<file path="config.mk">
export PLATFORM = sky130hd
export DESIGN_NAME = cascade_irq_ctrl
export DESIGN_NICKNAME = d
export VERILOG_FILES = /design/src/rtl/cpic_pkg.sv /design/src/rtl/cpic_port.sv /design/src/rtl/cpic_core.sv /design/src/rtl/cascade_irq_ctrl.sv
export SDC_FILE = /design/constraint.sdc
export NUM_CORES = 1
export LEC_CHECK = 0
export CORE_ASPECT_RATIO = 1.4
export CORE_MARGIN = 2
export CORE_UTILIZATION = 46
export DETAILED_ROUTE_END_ITERATION = 10
export PLACE_DENSITY = 0.76
export SLEW_MARGIN = 20
export SYNTH_ARGS = -nofsm -noshare
export SYNTH_HDL_FRONTEND = slang
export SYNTH_HIERARCHICAL = 1
export SYNTH_SLANG_ARGS = --single-unit
</file>
<file path="constraint.sdc">
create_clock -name clk -period 9.2 [get_ports clk]
set_input_delay 2.76 -clock clk [delete_from_list [all_inputs] [get_ports clk]]
set_output_delay 2.76 -clock clk [all_outputs]
set_load 0.005 [all_outputs]
</file>
<file path="src/rtl/cpic_pkg.sv">
package cpic_pkg;
    localparam int NPIN   = 16;
    localparam int NLV    = 15;
    localparam int LVW    = 4;
    localparam logic [NLV-1:0] SLAVE_LV = 15'h03FC;

    typedef enum logic [1:0] {CFG_MASK, CFG_BASE, CFG_EXTRA} cfg_state_t;

    // merged level -> pin number
    function automatic int pin_of_lv(input int l);
        if (l < 2)  return l;
        if (l < 10) return l + 6;
        return l - 7;
    endfunction

    // pin number -> merged level (pin 2 has none)
    function automatic int lv_of_pin(input int p);
        if (p < 2)  return p;
        if (p >= 8) return p - 6;
        if (p == 2) return 0;
        return p + 7;
    endfunction

    // lowest set index, NLV when empty
    function automatic logic [LVW-1:0] first_set(input logic [NLV-1:0] v);
        logic [LVW-1:0] r;
        r = LVW'(NLV);
        for (int i = NLV - 1; i >= 0; i--)
            if (v[i]) r = LVW'(i);
        return r;
    endfunction
endpackage

</file>
<file path="src/rtl/cpic_port.sv">
module cpic_port
    import cpic_pkg::*;
(
    input  logic       clk,
    input  logic       rst_n,
    input  logic       we,
    input  logic       cmd_sel,
    input  logic [7:0] wdata,
    output logic [7:0] mask,
    output logic [4:0] base,
    output logic       rd_isr,
    output logic       eoi,
    output logic       smm_we,
    output logic       smm_val
);
    cfg_state_t state, state_n;
    logic [1:0] left;
    logic is_icw1, is_ocw3, data_wr;

    always_comb begin
        is_icw1 = we & cmd_sel & wdata[4];
        is_ocw3 = we & cmd_sel & ~wdata[4] & wdata[3];
        data_wr = we & ~cmd_sel;
        eoi     = we & cmd_sel & ((wdata & 8'hB8) == 8'h20);
        smm_we  = is_ocw3 & wdata[6];
        smm_val = wdata[5];
    end

    always_comb begin
        state_n = state;
        unique case (state)
            CFG_MASK:  if (is_icw1) state_n = CFG_BASE;
            CFG_BASE:  if (is_icw1) state_n = CFG_BASE;
                       else if (data_wr) state_n = (left == 2'd0) ? CFG_MASK : CFG_EXTRA;
            CFG_EXTRA: if (is_icw1) state_n = CFG_BASE;
                       else if (data_wr && left == 2'd1) state_n = CFG_MASK;
            default:   state_n = CFG_MASK;
        endcase
    end

    always_ff @(posedge clk) begin
        if (!rst_n) state <= CFG_MASK;
        else        state <= state_n;
    end

    always_ff @(posedge clk) begin
        if (!rst_n) begin
            left   <= 2'd0;
            mask   <= 8'hFF;
            base   <= 5'd0;
            rd_isr <= 1'b0;
        end else begin
            if (is_icw1)
                left <= {1'b0, wdata[0]} + {1'b0, wdata[1]};
            else if (state == CFG_EXTRA && data_wr)
                left <= left - 2'd1;
            if (state == CFG_MASK && data_wr) mask <= wdata;
            if (state == CFG_BASE && data_wr) base <= wdata[7:3];
            if (is_ocw3 && wdata[1]) rd_isr <= wdata[0];
        end
    end


    icw1_to_base_chk: assert property (@(posedge clk) disable iff (!rst_n)
        is_icw1 |=> state == CFG_BASE);

    base_done_chk: assert property (@(posedge clk) disable iff (!rst_n)
        (state == CFG_BASE && data_wr && left == 2'd0) |=> state == CFG_MASK);

    mask_hold_chk: assert property (@(posedge clk) disable iff (!rst_n)
        !(state == CFG_MASK && data_wr) |=> $stable(mask));
endmodule

</file>
<file path="src/rtl/cpic_core.sv">
module cpic_core
    import cpic_pkg::*;
(
    input  logic           clk,
    input  logic           rst_n,
    input  logic [NLV-1:0] lv_edge,
    input  logic [NLV-1:0] lv_mask,
    input  logic           smm,
    input  logic           eoi_m,
    input  logic           eoi_s,
    input  logic           ack,
    output logic           grant,
    output logic [LVW-1:0] win_lv,
    output logic [NLV-1:0] irr,
    output logic [NLV-1:0] isr_m,
    output logic [NLV-1:0] isr_s
);
    logic [NLV-1:0] pirr, busy, cand, rel, take, clr_m, clr_s;
    logic [LVW-1:0] hi_lv;

    always_comb begin
        busy   = irr | isr_m | isr_s;
        cand   = irr & ~(isr_m | isr_s) & ~lv_mask;
        win_lv = first_set(cand);
        hi_lv  = first_set(isr_m | isr_s);
        grant  = (|cand) && (smm || (win_lv < hi_lv));
        rel    = grant ? '0 : (pirr & ~busy);
        take   = (ack && grant) ? (NLV'(1) << win_lv) : '0;
        clr_m  = eoi_m ? (NLV'(1) << first_set(isr_m)) : '0;
        clr_s  = eoi_s ? (NLV'(1) << first_set(isr_s)) : '0;
    end

    always_ff @(posedge clk) begin
        if (!rst_n) begin
            irr   <= '0;
            pirr  <= '0;
            isr_m <= '0;
            isr_s <= '0;
        end else begin
            irr   <= (irr | (lv_edge & ~busy) | rel) & ~take;
            pirr  <= (pirr | (lv_edge & busy)) & ~rel;
            isr_m <= (isr_m & ~clr_m) | take;
            isr_s <= (isr_s & ~clr_s) | (take & SLAVE_LV);
        end
    end


    ack_sets_isr_chk: assert property (@(posedge clk) disable iff (!rst_n)
        (ack && grant) |=> |isr_m);

    eoi_clears_chk: assert property (@(posedge clk) disable iff (!rst_n)
        (eoi_m && !ack && |isr_m) |=> $countones(isr_m) == $countones($past(isr_m)) - 1);

    pend_release_chk: assert property (@(posedge clk) disable iff (!rst_n)
        !grant |=> (($past(pirr) & ~$past(busy)) & pirr) == '0);
endmodule

</file>
<file path="src/rtl/cascade_irq_ctrl.sv">
module cascade_irq_ctrl
    import cpic_pkg::*;
(
    input  logic            clk,
    input  logic            rst_n,
    input  logic            bus_we,
    input  logic            bus_slave,
    input  logic            bus_addr,
    input  logic [7:0]      bus_wdata,
    output logic [7:0]      bus_rdata,
    input  logic [NPIN-1:0] irq_in,
    output logic            irq_out,
    input  logic            int_ack,
    output logic [7:0]      vec_out,
    output logic            vec_valid
);
    logic [7:0] mask_a [2];
    logic [4:0] base_a [2];
    logic [1:0] rd_isr_a, eoi_a, smm_we_a, smm_val_a;
    logic smm, grant;
    logic [LVW-1:0] win_lv;
    logic [NLV-1:0] lv_prev, lv_edge, lv_mask, irr, isr_m, isr_s;
    logic [7:0] m_irr_v, m_isr_v, s_irr_v, s_isr_v;
    logic [3:0] win_pin;

    for (genvar g = 0; g < 2; g++) begin : g_port
        cpic_port u_port (
            .clk(clk), .rst_n(rst_n),
            .we(bus_we && (bus_slave == g[0])), .cmd_sel(!bus_addr),
            .wdata(bus_wdata), .mask(mask_a[g]), .base(base_a[g]),
            .rd_isr(rd_isr_a[g]), .eoi(eoi_a[g]),
            .smm_we(smm_we_a[g]), .smm_val(smm_val_a[g])
        );
    end

    for (genvar l = 0; l < NLV; l++) begin : g_lv
        localparam int P = pin_of_lv(l);
        always_ff @(posedge clk) begin
            if (!rst_n) lv_prev[l] <= 1'b0;
            else        lv_prev[l] <= irq_in[P];
        end
        assign lv_edge[l] = irq_in[P] & ~lv_prev[l];
        if (P >= 8) begin : g_s
            assign lv_mask[l] = mask_a[0][2] | mask_a[1][P-8];
        end else begin : g_m
            assign lv_mask[l] = mask_a[0][P];
        end
    end

    for (genvar p = 0; p < 8; p++) begin : g_view
        if (p == 2) begin : g_casc
            assign m_irr_v[p] = |(irr & SLAVE_LV);
            assign m_isr_v[p] = |(isr_m & SLAVE_LV);
        end else begin : g_pin
            localparam int L = lv_of_pin(p);
            assign m_irr_v[p] = irr[L];
            assign m_isr_v[p] = isr_m[L];
        end
    end
    assign s_irr_v = irr[9:2];
    assign s_isr_v = isr_s[9:2];

    always_ff @(posedge clk) begin
        if (!rst_n)           smm <= 1'b0;
        else if (smm_we_a[0]) smm <= smm_val_a[0];
        else if (smm_we_a[1]) smm <= smm_val_a[1];
    end

    cpic_core u_core (
        .clk(clk), .rst_n(rst_n), .lv_edge(lv_edge), .lv_mask(lv_mask),
        .smm(smm), .eoi_m(eoi_a[0]), .eoi_s(eoi_a[1]), .ack(int_ack),
        .grant(grant), .win_lv(win_lv), .irr(irr), .isr_m(isr_m), .isr_s(isr_s)
    );

    always_comb begin
        irq_out = grant;
        win_pin = 4'(pin_of_lv(int'(win_lv)));
        if (bus_addr)
            bus_rdata = mask_a[bus_slave];
        else if (bus_slave)
            bus_rdata = rd_isr_a[1] ? s_isr_v : s_irr_v;
        else
            bus_rdata = rd_isr_a[0] ? m_isr_v : m_irr_v;
    end

    always_ff @(posedge clk) begin
        if (!rst_n) begin
            vec_out   <= 8'd0;
            vec_valid <= 1'b0;
        end else begin
            vec_valid <= int_ack;
            if (int_ack) begin
                if (!grant)          vec_out <= {base_a[0], 3'b111};
                else if (win_pin[3]) vec_out <= {base_a[1], win_pin[2:0]};
                else                 vec_out <= {base_a[0], win_pin[2:0]};
            end
        end
    end


    ack_valid_chk: assert property (@(posedge clk) disable iff (!rst_n)
        int_ack |=> vec_valid);

    no_ack_quiet_chk: assert property (@(posedge clk) disable iff (!rst_n)
        !int_ack |=> !vec_valid);
endmodule

</file>
==> flow_summary.toml <==
[synthesis]
yosysUniqueCellTypes = 74
seq_area_frac_synth_pct = 36.8
ys_warn_count = 6
syn_area_mm2 = 0.00658
syn_avg_cell_area_um2 = 8.70
synth-edff-count = 0
syn_inst = 756
syn-num-nets = 798
synth_ff_type = "dfxtp_1"
async_flop_share_pct = 0
synth-seq-cells = 121

[timing]
whs_ps = 469
max_clock_freq_ghz = 0.133
rsz0062_at_grt = "false"
tightest_slew_ps = 795
maxSlewViolCount = 0
tns_ps = 0
min_period_ps = 7520
hold_violations = 0
slew_headroom_pct = 47.0
period_share_pct = 81.7
setup_viol = 0
skew_ps = 4.26

[drt]
wl_per_cell_um = 18.5
drt-total-wl_mm = 18.3
ant_nets = 0
drt-vias-per-instance = 5.92
drtIter0Drc = 412
drc = 0
first_pass_iters = 5
routed-via-count = 5852

[placed_design]
gp_congestion = 0.968
dp_hpwl_mm = 12.9
place_area_mm2 = 0.00711
place_inst = 957
port_buffers = 46

[critical_path]
r2r_slack_ps = 4510
crit_type = "input port to primary output"
critical_path.startpoint_type = "input port"
worstPathRequired_ps = 6440
critPathCaptureType = "primary output"
r2r_end = "vec_out[6]"
r2r-start = "g_port[0].u_port/mask[2]"
cp_max_fo = 12
r2r_cells = 16
arrival_ps = 4760

[clocking]
insertion_delay_ps = 410
postCtsSetupBuffers = 0
cts_resized = 0
numCtsBuffers = 17
h-tree-depth = 4
clkTransAtPathRegs_ps = 50
cts_root_buf = "clkbuf_16"
hold_buffers = 0
clock_path_buffers = 2
cts_tree = "done"
cts_sinks = 121

[die]
die_area_mm2 = 0.0153
die_w_um = 105
core_mm2 = 0.0140
num_io_pins = 48
row_count = 51
die_height_um = 145
start_util_pct = 47.1

[layout]
final_cell_area_mm2 = 0.00778
area_delta_synth_final_pct = 18.3
final_common_cell = "dfxtp_1"
drive_above_1_share_pct = 8.96
final_cell_mix = "121 x dfxtp_1, 93 x nand2_1, 45 x clkdlybuf4s50_1"
final_cells = 989
final_nets = 833
diodes = 0

[grt]
grtUsageTotal_pct = 24.2
grt_max_degree = 126
grt_pass1_wl_mm = 29.3
antenna_found_initial = 0
grt_pass1_vias = 5659
grt_overflow = 0

[power_and_ir_drop]
power_density_mw_per_mm2 = 192
power_leakage_nw = 2.97
ir_worst_vdd_mv = 0.111

[outcome]
outcome = "finished, final reports clean"

[hold_path]
hp-start = "u_core/pirr[4]"
hold_end = "u_core/pirr[4]"
min_path_type = "flop to flop"
hold_depth = 2

[job]
maxCapViolCount = 0
## registers in the layout, summed over array words and instances (netlist names)
| name | cells |
|---|---|
| g_port.u_port/state | 4 |
| u_core/irr | 15 |
| smm | 1 |
| lv_prev | 15 |
| g_port.u_port/mask | 16 |
| vec_valid | 1 |
| u_core/isr_s | 15 |
| g_port.u_port/rd_isr | 2 |
| g_port.u_port/base | 10 |
| u_core/isr_m | 15 |
| vec_out | 8 |
| g_port.u_port/left | 4 |
| u_core/pirr | 15 |
## cell families (layout without fill, tap and decap cells)
group                    count (synthesis)  in the layout  share of synthesized area, %
AND/OR/NAND/NOR                        319            319                          27.7
buffers and inverters                   62            110                          4.22
adder cells (fa/ha/maj)                 13             13                          2.43
XOR/XNOR                                 3              3                         0.400
multiplexers                            43             43                          8.31
AO/OA/AOI/OAI                          195            195                          20.1
flip-flops                             121            121                          36.8
## per-stage QoR
stage	setup WS [ps]	power, mW	util (%)
2_1_floorplan	2930	0.693	-
3_3_place_gp	1680	0.753	50.9
4_1_cts	1650	1.50	55.7
6_report	1680	1.50	55.7
3_5_place_dp	1660	0.756	50.9
5_1_grt	1600	1.55	55.7
## cell usage after synthesis, drive strengths merged, types with 19 or more instances
library cell  count  area [µm²]
and2             20         125
nor2b            32         208
nand2            93         349
dfxtp           121        2420
nand3            24         120
nor2             44         165
o21ai            54         278
a21boi           38         289
a21oi            41         205
mux2i            19         190
inv              31         116
## where the power goes
part	total, mW	switching (mW)	internal, mW
logic	0.179	0.0952	0.0840
clock network	0.747	0.231	0.516
registers	0.569	0.0225	0.547
## area by class of cell
type	instances	area [µm²]
Tap cell	185	231
Sequential cell	121	2420
Fill cell	1241	6190
Clock inverter	7	160
Timing Repair Buffer	47	469
Inverter	31	116
Multi-Input combinational cell	573	3880
Clock buffer	25	505
## critical path: stages
cell and delay (ps):
clkdlybuf4s50_1 910, mux4_2 620, clkdlybuf4s50_1 460
## per-layer routing
| layer | up-vias | wire length [µm] | GRT usage (%) |
|---|---|---|---|
| met5 | - | 0 | 0 |
| met4 | 0 | 1080 | 15.7 |
| met3 | 65 | 821 | 3.45 |
| met2 | 220 | 9110 | 41.3 |
| met1 | 2768 | 7320 | 28.1 |
| li1 | 2799 | - | - |
## how the worst max path moves through the flow
stage | from | to | slack (ps) | cells past startpoint
floorplan | bus_addr | bus_rdata[7] | 2930 | 2
global placement | bus_slave | bus_rdata[1] | 1680 | 3
detailed placement | bus_slave | bus_rdata[4] | 1660 | 3
CTS | bus_slave | bus_rdata[1] | 1650 | 3
global route | bus_slave | bus_rdata[4] | 1600 | 3
finish | bus_slave | bus_rdata[1] | 1680 | 3
Note: power is estimated with default switching activity, not from simulation.
